**config.mk**
```make
export PLATFORM = sky130hd
export DESIGN_NAME = owire_master
export DESIGN_NICKNAME = d
export VERILOG_FILES = /design/src/rtl/owire_pkg.sv /design/src/rtl/owire_sync.sv /design/src/rtl/owire_timer.sv /design/src/rtl/owire_fsm.sv /design/src/rtl/owire_master.sv
export SDC_FILE = /design/constraint.sdc
export NUM_CORES = 1
export LEC_CHECK = 0
export ABC_CLOCK_PERIOD_IN_PS = 2290
export BUFFER_PORTS_ARGS = -buffer_cell sky130_fd_sc_hd__buf_4
export CORE_MARGIN = 5
export CORE_UTILIZATION = 55
export DETAILED_ROUTE_END_ITERATION = 10
export PLACE_DENSITY = 0.74
export SYNTH_ARGS = -nofsm -noshare
export SYNTH_HDL_FRONTEND = slang
export SYNTH_SLANG_ARGS = --single-unit
```
**constraint.sdc**
```tcl
create_clock -name clk -period 2.29 [get_ports clk]
set_input_delay 0.1145 -clock clk [delete_from_list [all_inputs] [get_ports clk]]
set_output_delay 0.1145 -clock clk [all_outputs]
set_load 0.01 [all_outputs]
```
**src/rtl/owire_pkg.sv**
```systemverilog
package owire_pkg;

  typedef enum logic [2:0] {
    OP_RESET   = 3'd0,
    OP_WR0     = 3'd1,
    OP_WR1     = 3'd2,
    OP_READ    = 3'd3,
    OP_DRV_HI  = 3'd4,
    OP_HOLD_LO = 3'd5,
    OP_REL_A   = 3'd6,
    OP_REL_B   = 3'd7
  } op_t;

  typedef enum logic [2:0] {
    ST_IDLE,
    ST_LOW,
    ST_REL,
    ST_RECOV,
    ST_DRV_HI,
    ST_HOLD_LO
  } state_t;

  function automatic logic is_release(input logic [2:0] op);
    return op[2] & op[1];
  endfunction

endpackage

```
**src/rtl/owire_sync.sv**
```systemverilog
module owire_sync #(
  parameter int STAGES = 2
) (
  input  logic clk,
  input  logic rst_n,
  input  logic d,
  output logic q
);
  logic [STAGES-1:0] chain;

  always_ff @(posedge clk or negedge rst_n) begin
    if (!rst_n) chain <= '1;
    else        chain <= {chain[STAGES-2:0], d};
  end

  assign q = chain[STAGES-1];
endmodule

```
**src/rtl/owire_timer.sv**
```systemverilog
module owire_timer #(
  parameter int CW = 10
) (
  input  logic          clk,
  input  logic          rst_n,
  input  logic          load,
  input  logic [CW-1:0] load_val,
  output logic          expired
);
  logic [CW-1:0] cnt;

  always_ff @(posedge clk or negedge rst_n) begin
    if (!rst_n)          cnt <= '0;
    else if (load)       cnt <= load_val;
    else if (cnt != '0)  cnt <= cnt - 1'b1;
  end

  assign expired = (cnt == '0);

  a_r3_timer_steps: assert property (@(posedge clk) disable iff (!rst_n)
    (!load && cnt != '0) |=> (cnt == $past(cnt) - 1'b1));
endmodule

```
**src/rtl/owire_fsm.sv**
```systemverilog
module owire_fsm
  import owire_pkg::*;
#(
  parameter int CW       = 10,
  parameter int RST_LOW  = 1000,
  parameter int RST_SAMP = 120,
  parameter int RST_REC  = 842,
  parameter int W0_LOW   = 120,
  parameter int W0_REL   = 2,
  parameter int W1_LOW   = 20,
  parameter int W1_REL   = 102,
  parameter int RD_LOW   = 10,
  parameter int RD_SAMP  = 12,
  parameter int RD_REC   = 100
) (
  input  logic          clk,
  input  logic          rst_n,
  input  logic          cmd_valid,
  output logic          cmd_ready,
  input  logic [2:0]    cmd_op,
  output logic          rsp_valid,
  output logic          rsp_bit,
  input  logic          line_sync,
  input  logic          tmr_expired,
  output logic          tmr_load,
  output logic [CW-1:0] tmr_val,
  output logic          line_oe,
  output logic          line_out
);
  state_t     st;
  logic [1:0] cur;
  logic       samp_q;
  logic       accept;
  logic       seen;

  function automatic logic [CW-1:0] low_len(input logic [1:0] op);
    case (op)
      2'd0:    return CW'(RST_LOW - 1);
      2'd1:    return CW'(W0_LOW - 1);
      2'd2:    return CW'(W1_LOW - 1);
      default: return CW'(RD_LOW - 1);
    endcase
  endfunction

  function automatic logic [CW-1:0] rel_len(input logic [1:0] op);
    case (op)
      2'd0:    return CW'(RST_SAMP - 1);
      2'd1:    return CW'(W0_REL - 1);
      2'd2:    return CW'(W1_REL - 1);
      default: return CW'(RD_SAMP - 1);
    endcase
  endfunction

  function automatic logic [CW-1:0] rec_len(input logic [1:0] op);
    case (op)
      2'd0:    return CW'(RST_REC - 1);
      2'd3:    return CW'(RD_REC - 1);
      default: return '0;
    endcase
  endfunction

  function automatic logic has_rec(input logic [1:0] op);
    return (op == 2'd0) || (op == 2'd3);
  endfunction

  always_comb begin
    cmd_ready = (st == ST_IDLE) || (st == ST_DRV_HI) || (st == ST_HOLD_LO);
    line_oe   = (st == ST_LOW) || (st == ST_DRV_HI) || (st == ST_HOLD_LO);
    line_out  = (st == ST_DRV_HI);
    accept    = cmd_valid && cmd_ready;
    seen      = (cur == 2'd0) ? ~line_sync : line_sync;
  end

  always_comb begin
    tmr_load = 1'b0;
    tmr_val  = '0;
    unique case (st)
      ST_IDLE: if (accept && !cmd_op[2]) begin
        tmr_load = 1'b1;
        tmr_val  = low_len(cmd_op[1:0]);
      end
      ST_LOW: if (tmr_expired) begin
        tmr_load = 1'b1;
        tmr_val  = rel_len(cur);
      end
      ST_REL: if (tmr_expired && has_rec(cur)) begin
        tmr_load = 1'b1;
        tmr_val  = rec_len(cur);
      end
      default: ;
    endcase
  end

  always_ff @(posedge clk or negedge rst_n) begin
    if (!rst_n) begin
      st        <= ST_IDLE;
      cur       <= 2'd0;
      samp_q    <= 1'b0;
      rsp_valid <= 1'b0;
      rsp_bit   <= 1'b0;
    end else begin
      rsp_valid <= 1'b0;
      rsp_bit   <= 1'b0;
      unique case (st)
        ST_IDLE: if (accept) begin
          if (!cmd_op[2]) begin
            st  <= ST_LOW;
            cur <= cmd_op[1:0];
          end else begin
            rsp_valid <= 1'b1;
            if (cmd_op == OP_DRV_HI)       st <= ST_DRV_HI;
            else if (cmd_op == OP_HOLD_LO) st <= ST_HOLD_LO;
          end
        end
        ST_LOW: if (tmr_expired) st <= ST_REL;
        ST_REL: if (tmr_expired) begin
          samp_q <= seen;
          if (has_rec(cur)) begin
            st <= ST_RECOV;
          end else begin
            st        <= ST_IDLE;
            rsp_valid <= 1'b1;
          end
        end
        ST_RECOV: if (tmr_expired) begin
          st        <= ST_IDLE;
          rsp_valid <= 1'b1;
          rsp_bit   <= samp_q;
        end
        ST_DRV_HI, ST_HOLD_LO: if (accept && is_release(cmd_op)) begin
          st        <= ST_IDLE;
          rsp_valid <= 1'b1;
        end
        default: st <= ST_IDLE;
      endcase
    end
  end

  a_r8_out_needs_enable: assert property (@(posedge clk) disable iff (!rst_n)
    line_out |-> line_oe);

  a_r6_drive_high_kept: assert property (@(posedge clk) disable iff (!rst_n)
    (st == ST_DRV_HI && !(cmd_valid && is_release(cmd_op))) |=> (line_oe && line_out));

  a_r7_hold_low_kept: assert property (@(posedge clk) disable iff (!rst_n)
    (st == ST_HOLD_LO && !(cmd_valid && is_release(cmd_op))) |=> (line_oe && !line_out));

  a_r2_recovery_ends_in_strobe: assert property (@(posedge clk) disable iff (!rst_n)
    (st == ST_RECOV && tmr_expired) |=> (rsp_valid && cmd_ready && !line_oe));

  a_r5_release_waits_timer: assert property (@(posedge clk) disable iff (!rst_n)
    (st == ST_REL && !tmr_expired) |=> (st == ST_REL && !rsp_valid));
endmodule

```
**src/rtl/owire_master.sv**
```systemverilog
module owire_master #(
  parameter int CLKS_PER_US  = 50,
  parameter int RST_LOW_US   = 500,
  parameter int RST_SAMP_US  = 60,
  parameter int RST_REC_US   = 421,
  parameter int W0_LOW_US    = 60,
  parameter int W0_REL_US    = 1,
  parameter int W1_LOW_US    = 10,
  parameter int W1_REL_US    = 51,
  parameter int RD_LOW_US    = 5,
  parameter int RD_SAMP_US   = 6,
  parameter int RD_REC_US    = 50
) (
  input  logic       clk,
  input  logic       rst_n,
  input  logic       cmd_valid,
  output logic       cmd_ready,
  input  logic [2:0] cmd_op,
  output logic       rsp_valid,
  output logic       rsp_bit,
  input  logic       line_in,
  output logic       line_oe,
  output logic       line_out
);
  function automatic int max2(input int a, input int b);
    return (a > b) ? a : b;
  endfunction

  localparam int MAX_US = max2(max2(max2(RST_LOW_US, RST_SAMP_US), max2(RST_REC_US, W0_LOW_US)),
                               max2(max2(W1_REL_US, RD_REC_US), max2(W1_LOW_US, RD_SAMP_US)));
  localparam int CW     = $clog2(MAX_US * CLKS_PER_US + 1);

  logic          line_sync;
  logic          tmr_load;
  logic [CW-1:0] tmr_val;
  logic          tmr_expired;

  owire_sync #(.STAGES(2)) u_sync (
    .clk   (clk),
    .rst_n (rst_n),
    .d     (line_in),
    .q     (line_sync)
  );

  owire_timer #(.CW(CW)) u_timer (
    .clk      (clk),
    .rst_n    (rst_n),
    .load     (tmr_load),
    .load_val (tmr_val),
    .expired  (tmr_expired)
  );

  owire_fsm #(
    .CW       (CW),
    .RST_LOW  (RST_LOW_US  * CLKS_PER_US),
    .RST_SAMP (RST_SAMP_US * CLKS_PER_US),
    .RST_REC  (RST_REC_US  * CLKS_PER_US),
    .W0_LOW   (W0_LOW_US   * CLKS_PER_US),
    .W0_REL   (W0_REL_US   * CLKS_PER_US),
    .W1_LOW   (W1_LOW_US   * CLKS_PER_US),
    .W1_REL   (W1_REL_US   * CLKS_PER_US),
    .RD_LOW   (RD_LOW_US   * CLKS_PER_US),
    .RD_SAMP  (RD_SAMP_US  * CLKS_PER_US),
    .RD_REC   (RD_REC_US   * CLKS_PER_US)
  ) u_fsm (
    .clk         (clk),
    .rst_n       (rst_n),
    .cmd_valid   (cmd_valid),
    .cmd_ready   (cmd_ready),
    .cmd_op      (cmd_op),
    .rsp_valid   (rsp_valid),
    .rsp_bit     (rsp_bit),
    .line_sync   (line_sync),
    .tmr_expired (tmr_expired),
    .tmr_load    (tmr_load),
    .tmr_val     (tmr_val),
    .line_oe     (line_oe),
    .line_out    (line_out)
  );
endmodule

```
==> metrics.cfg, run 1 <==
[run_status]
outcome=finished clean

[synth]
synth_edf_count=0
synth_top_flop_cell=dfrtp_1
synth-seq-cells=25
ys_types=48
synth_warnings=0
synth.avg_cell_area_sq_um=8.932
syn-cell-area_sq_um=1670
synth_cells=187
async_flop_share=1.000
ys_seq_area_frac=0.3760
mappedNetlistNets=201

[placed_design]
gp_congestion=0.9452
numPlacedInstances=232
dp_hpwl_um=3102
port_buffers=11

[floorplanning]
rows=20
die_h_um=65.11
die_area_sq_um=4239
core_area_sq_um=2978
io_pins=12
die_w_um=65.11
initial_core_util=0.5609

[global_routing]
antenna_found_initial=0
grt_start_max_net_pins=26
grt_pass1_wl_um=7286
grt_pass1_vias=1491
track_usage=0.2204
overflow=0

[sta]
timing.final.crit_share=0.9066
min_period_ns=2.076
hold_ws_ns=0.05582
fmax_mhz=481.7
slew_viol_final=0
relSlewSlack=0.6714
skew_ns=0.001876
rsz0062_at_grt=no
finalSetupViolCount=0
tns_ns=0
tightestPinTransition_ns=0.4893
final_hold_viol_count=0

[worst_setup_path]
crit_path_frequent_cell=a21oi_1
cp-startpoint=u_timer.cnt[0]$_DFFE_PN0P_
crit_chain=inv_1 -> ha_1 -> nor4b_4 -> buf_4 -> and4_2 -> a21oi_1 -> and3_1 -> a21oi_1
cp_max_fo=9
start_kind=flop
worst-path-buf-inv=2
cp.required_ns=2.51
endpoint_kind=flop
slowest_stage=dfrtp_1
crit_family=simple AND/OR/NAND/NOR gates
r2r-start=u_timer.cnt[0]$_DFFE_PN0P_
critPathKind=flop to flop
worstPathArrival_ns=2.30
max_stage_delay_ns=0.44

[drt]
drtAntennaViolNets=0
drt_iter0_drc=124
wirelength_um=4122
firstDrtPassIters=5
drc_errors=0
vias=1575
vias_per_cell=6.563
wl_per_cell_um=17.18

[clock_network]
insertion_delay_ns=0.32
htreeDepth=1
cts_max_path_buffers=2
ctsRootBufferMaster=clkbuf_4
path_clk_slew_ns=0.14
numClockSinks=25
cts_tree=built
cts_buffers=3

[final_layout]
syn2layout_area_growth_pct=13.18
n_antenna_cell=0
fin_nets=222
drive_gt1_frac=0.1787
finalNonFillerCells=240
fillers=251

[run]
max_cap_violations=0

[power]
power_frac_clock=0.101
p_int_mw=1.086
p_switching_mw=0.9110
vdd_drop_max_mv=0.5173
seqPwrFrac=0.399
switching_share=0.4561
power.density_nw_per_um2=1056
comb_power_share=0.500
p_leak_nw=0.7989

[hold_path]
hp-class=input pin to flop
hp-start=cmd_op[1]

==> worst reg2reg max path, cell delays in order (launching register included) <==
cell and delay (ns):
dfrtp_1 0.44, inv_1 0.11, ha_1 0.20, nor4b_4 0.12, buf_4 0.16, and4_2 0.29, a21oi_1 0.35, and3_1 0.25
a21oi_1 0.05
==> sequential cells by signal (all words and copies together) (netlist names) <==
signal	flops
u_fsm.st	3
u_sync.chain	2
u_fsm.cur	2
u_fsm.rsp_valid	1
u_fsm.samp_q	1
u_fsm.rsp_bit	1
u_timer.cnt	15
==> final cells by class <==
class	count	area, sq um	share of cell area
Multi-Input combinational cell	148	987.2	0.5222
Sequential cell	25	628.1	0.3322
Timing Repair Buffer	24	185.2	0.09795
Tap cell	33	41.29	0.02184
Clock buffer	4	26.28	0.01390
Inverter	6	22.52	0.01191
==> routing by layer <==
metal	vias up	routed length, um	global-route usage	share of wire
met4	0	51	0.06477	0.012
met3	8	379	0.04957	0.092
met1	755	1789	0.3202	0.43
met2	79	1901	0.3282	0.46
li1	733	-	-	-
met5	-	0	0	0
==> synth_stat cells, drive strengths merged, types with 2 or more instances <==
cell	n	share of area
dfrtp	23	0.34
nor2	19	0.043
nand2	18	0.040
a21oi	13	0.039
o21ai	11	0.033
nand3	9	0.027
ha	7	0.052
inv	6	0.013
a31oi	5	0.019
clkbuf	5	0.011
nand4	5	0.028
nor3	5	0.015
xnor2	4	0.021
xor2	4	0.021
and3	3	0.011
buf	3	0.0090
nor2b	3	0.011
nor4	3	0.029
nor4b	3	0.028
o21a	3	0.013
o22ai	3	0.011
o31ai	3	0.013
a211oi	2	0.0090
a22oi	2	0.0090
and4	2	0.010
dfstp	2	0.031
nor3b	2	0.0090
o211ai	2	0.0090
or4	2	0.0090
or4b	2	0.014
==> power groups by stage <==
stage | Combinational (mW) | Sequential (mW) | Clock, mW
global route | 1.12 | 0.819 | 0.234
finish | 0.999 | 0.797 | 0.201
floorplan | 0.688 | 0.762 | 0
CTS | 0.974 | 0.791 | 0.208
global placement | 0.959 | 0.790 | 0
detailed placement | 0.962 | 0.801 | 0
==> stage by stage <==
stage / power [mW] / cell area [sq um] / worst slack, ns / utilization
final: 1.997 / 1891 / 0.2140 / 0.6349
after CTS: 1.973 / 1874 / 0.1339 / 0.6294
after global routing: 2.169 / 1891 / 0.04917 / 0.6349
after detailed placement: 1.763 / 1828 / 0.1637 / 0.6139
after global placement: 1.748 / 1828 / 0.2622 / 0.6139
after floorplan: 1.450 / 1670 / 0.3389 / -
==> layout by cell type (no fill, tap or decap), types with 3 or more instances in the layout <==
| cell | Yosys | final |
|---|---|---|
| nor3_1 | 5 | 5 |
| o31ai_1 | 3 | 3 |
| buf_4 | 0 | 22 |
| xnor2_1 | 4 | 4 |
| inv_1 | 6 | 6 |
| o21ai_0 | 11 | 11 |
| nor2_1 | 19 | 19 |
| a31oi_1 | 5 | 5 |
| and3_1 | 3 | 3 |
| nand4_1 | 4 | 4 |
| ha_1 | 7 | 7 |
| nand3_1 | 9 | 9 |
| a21oi_1 | 13 | 13 |
| dfrtp_1 | 23 | 23 |
| clkbuf_4 | 0 | 3 |
| o21a_1 | 3 | 3 |
| nor2b_1 | 3 | 3 |
| nand2_1 | 18 | 18 |
| xor2_1 | 4 | 4 |
| o22ai_1 | 3 | 3 |
==> timing repair <==
item | 4_1_cts | 5_1_grt
setup endpoints to repair | 0 | 4
setup buffers | 0 | 2
resized for setup | 0 | 1
hold buffers | 2 | 0
endpoints found under the hold margin | 26 | 0
==> logic make-up (layout without fill, tap and decap cells) <==
group                      Yosys count  in the layout  synth area share
xor gates and xnor gates             8              8           0.04194
and+or+nand+nor                     81             81            0.2959
adders and majority gates            7              7           0.05243
AOI/OAI and AO/OA                   52             52            0.2000
buffers and inverters               14             34           0.03371
DFF                                 25             25            0.3760
==> worst paths after layout <==
| path | endpoint | slack [ns] | cells after the start |
|---|---|---|---|
| min in group asynchronous | u_timer.cnt[10]$_DFFE_PN0P_ | 0.22 | 2 |
| min reg2reg | u_sync.chain[1]$_DFF_PN1_ | 0.37 | 0 |
| max reg2reg | u_timer.cnt[6]$_DFFE_PN0P_ | 0.21 | 8 |
| max in group asynchronous | u_sync.chain[0]$_DFF_PN1_ | 1.79 | 2 |
| min | u_fsm.cur[1]$_DFFE_PN0P_ | 0.06 | 3 |
| max | u_timer.cnt[6]$_DFFE_PN0P_ | 0.21 | 8 |
No activity file was read; power rests on OpenSTA's default activity.
==> run 2: changes to the inputs <==
- ABC_AREA: unset -> 1
- PLACE_DENSITY: 0.74 -> 0.73
==> metrics.cfg, run 2 <==
[run_status]
outcome=finished clean

[synth]
synth-seq-cells=25  ; unchanged
mappedNetlistNets=266  ; +32%
synth_warnings=0  ; unchanged
synth_top_flop_cell=dfrtp_1
synth_edf_count=0  ; unchanged
synth.top_cells.by_count=nand2_1, inv_1, nor2_1, dfrtp_1, nand3_1
async_flop_share=1.000  ; unchanged
synth_most_common_cell=nand2_1
syn-cell-area_sq_um=1800  ; +7.8%
synth_top_area_frac=0.3197  ; -0.02490
ys_types=30  ; -38%
synth.avg_cell_area_sq_um=7.145  ; -20%
synth_area_leaders=dfrtp_1, nand2_1, inv_1, nor2_1, nand3_1
synth_cells=252  ; +35%
ys_seq_area_frac=0.3489  ; -0.02718
yosysTopAreaCell=dfrtp_1

[sta]
tightestPinTransition_ns=0.3369  ; -0.1523 ns
slew_viol_final=0  ; unchanged
fmax_mhz=521.1  ; +8.2%
min_period_ns=1.919  ; -0.1570 ns
rsz0062_at_grt=no
hold_ws_ns=0.07874  ; +0.02291 ns
tns_ns=0  ; unchanged
timing.final.crit_share=0.8380  ; -0.06856
skew_ns=0.004619  ; +0.002743 ns
final_hold_viol_count=0  ; unchanged
relSlewSlack=0.7745  ; +0.1032
setup_ws_ns=0.3710  ; +0.1570 ns
finalSetupViolCount=0  ; unchanged

[placed_design]
port_buffers=11  ; unchanged
dp_slack_ns=0.4317  ; +0.2680 ns
gp_congestion=0.9646  ; +2.1%
dp_hpwl_um=3269  ; +5.4%

[floorplanning]
io_pins=12  ; unchanged
initial_core_util=0.5802  ; +0.01932
rows=20  ; unchanged
die_area_sq_um=4518  ; +6.6%
die_w_um=67.22  ; +3.2%
core_area_sq_um=3103  ; +4.2%
die_h_um=67.22  ; +3.2%

[clock_network]
htreeDepth=1  ; unchanged
cts_setup_buffers=0  ; unchanged
ctsRootBufferMaster=clkbuf_4
insertion_delay_ns=0.33  ; about the same
cts_tree=built
cts_hold_buf=2  ; unchanged
cts_resized=0  ; unchanged
path_clk_slew_ns=0.14  ; about the same
numClockSinks=25  ; unchanged
cts_buffers=3  ; unchanged
cts_max_path_buffers=2  ; unchanged

[drt]
vias=1590  ; +0.95%
firstDrtPassIters=4  ; -1
drt_iter0_drc=90  ; -27%
vias_per_cell=5.113  ; -22%
drc_errors=0  ; unchanged
wl_per_cell_um=12.87  ; -25%
drtAntennaViolNets=0  ; unchanged
wirelength_um=4002  ; -2.9%

[final_layout]
drive_gt1_frac=0.1798  ; +0.001031
syn2layout_area_growth_pct=9.173
fin_nets=282  ; +27%
fin_util=0.6335  ; -0.001406
reg_top3=u_timer.cnt: 15 flops, u_fsm.st: 3 flops
final_cell_mix=nand2_1, inv_1, nor2_1
mostFrequentLayoutCell=nand2_1
largest_reg_flops=15  ; unchanged
top_register=u_timer.cnt
n_antenna_cell=0  ; unchanged

[run]
max_cap_violations=0  ; unchanged

[worst_setup_path]
start_kind=flop
max_stage_delay_ns=0.40  ; -0.04 ns
crit_chain=inv_1 -> ha_1 -> nand3_1 -> nor2_2 -> nand2_2 -> nor2_2 -> inv_1 -> nand2_1 -> nor2_1 -> a21oi_1
slowest_stage=dfrtp_1
cp_max_fo=11  ; +2
cp.required_ns=2.55  ; +0.04 ns
endpoint_kind=flop
critPathKind=flop to flop
worstPathArrival_ns=2.18  ; -0.12 ns

[power]
power.density_nw_per_um2=347.7  ; -67%
p_leak_nw=0.9778  ; +22%
power.total_mw=0.6835  ; -66%
vdd_drop_max_mv=0.3218  ; -38%

[global_routing]
track_usage=0.2051  ; -0.01530
grt_start_max_net_pins=26  ; unchanged
antenna_found_initial=0  ; unchanged
grt_pass1_vias=1519  ; +1.9%
grt_pass1_wl_um=6927  ; -4.9%
overflow=0  ; unchanged

[hold_path]
hp-class=input pin to flop

[run 2: critical path, delay by kind of cell (launching register included)]
kind	cells	cell delay, ns
adder cells (fa/ha/maj)	1	0.23
buffers and inverters	2	0.21
flip-flops	1	0.40
AND/OR/NAND/NOR	6	0.86
AO/OA/AOI/OAI	1	0.14
[run 2: power by group]
group / internal [mW] / total, mW / switching [mW]
Sequential: 0.445 / 0.446 / 0.000809
Combinational: 0.0104 / 0.0268 / 0.0164
Clock: 0.0671 / 0.211 / 0.144
[run 2: worst paths after layout]
path                                       startpoint                         end  slack (ns)  cells after the start
max reg2reg                u_timer.cnt[0]$_DFFE_PN0P_  u_timer.cnt[5]$_DFFE_PN0P_        0.37                     10
min in group asynchronous                       rst_n  u_timer.cnt[3]$_DFFE_PN0P_        0.20                      2
min                                         cmd_op[2]     u_fsm.st[2]$_DFFE_PN0P_        0.08                      3
max                        u_timer.cnt[0]$_DFFE_PN0P_  u_timer.cnt[5]$_DFFE_PN0P_        0.37                     10
max in group asynchronous                       rst_n   u_sync.chain[1]$_DFF_PN1_        1.80                      2
min reg2reg                 u_sync.chain[0]$_DFF_PN1_   u_sync.chain[1]$_DFF_PN1_        0.38                      0
[run 2: kinds of logic after synthesis]
logic type	count (synthesis)	synth area share
compound gates	31	0.09868
xor+xnor	6	0.02919
fa+ha+maj	7	0.04864
buf+inv	39	0.08964
flops	25	0.3489
simple gates	144	0.3850
[run 2: area by class of cell]
| class | count | area (sq um) |
|---|---|---|
| Multi-Input combinational cell | 188 | 1011 |
| Timing Repair Buffer | 13 | 102.6 |
| Sequential cell | 25 | 628.1 |
| Inverter | 37 | 138.9 |
| Clock buffer | 3 | 22.52 |
| Clock inverter | 1 | 7.507 |
| Tap cell | 44 | 55.05 |
| Fill cell | 280 | 1137 |
[run 2: metal layers]
layer | vias to the layer above | track usage | share of wire
li1 | 832 | - | -
met1 | 714 | 0.2821 | 0.49
met5 | - | 0 | 0
met3 | 9 | 0.03161 | 0.040
met4 | 0 | 0.07342 | 0.019
met2 | 35 | 0.3264 | 0.45
[run 2: per-stage QoR]
stage / area (sq um) / instances
after floorplan: 1800 / 252
after global placement: 1916 / 305
after detailed placement: 1916 / 305
after CTS: 1966 / 311
after global routing: 1966 / 311
final: 1966 / 311
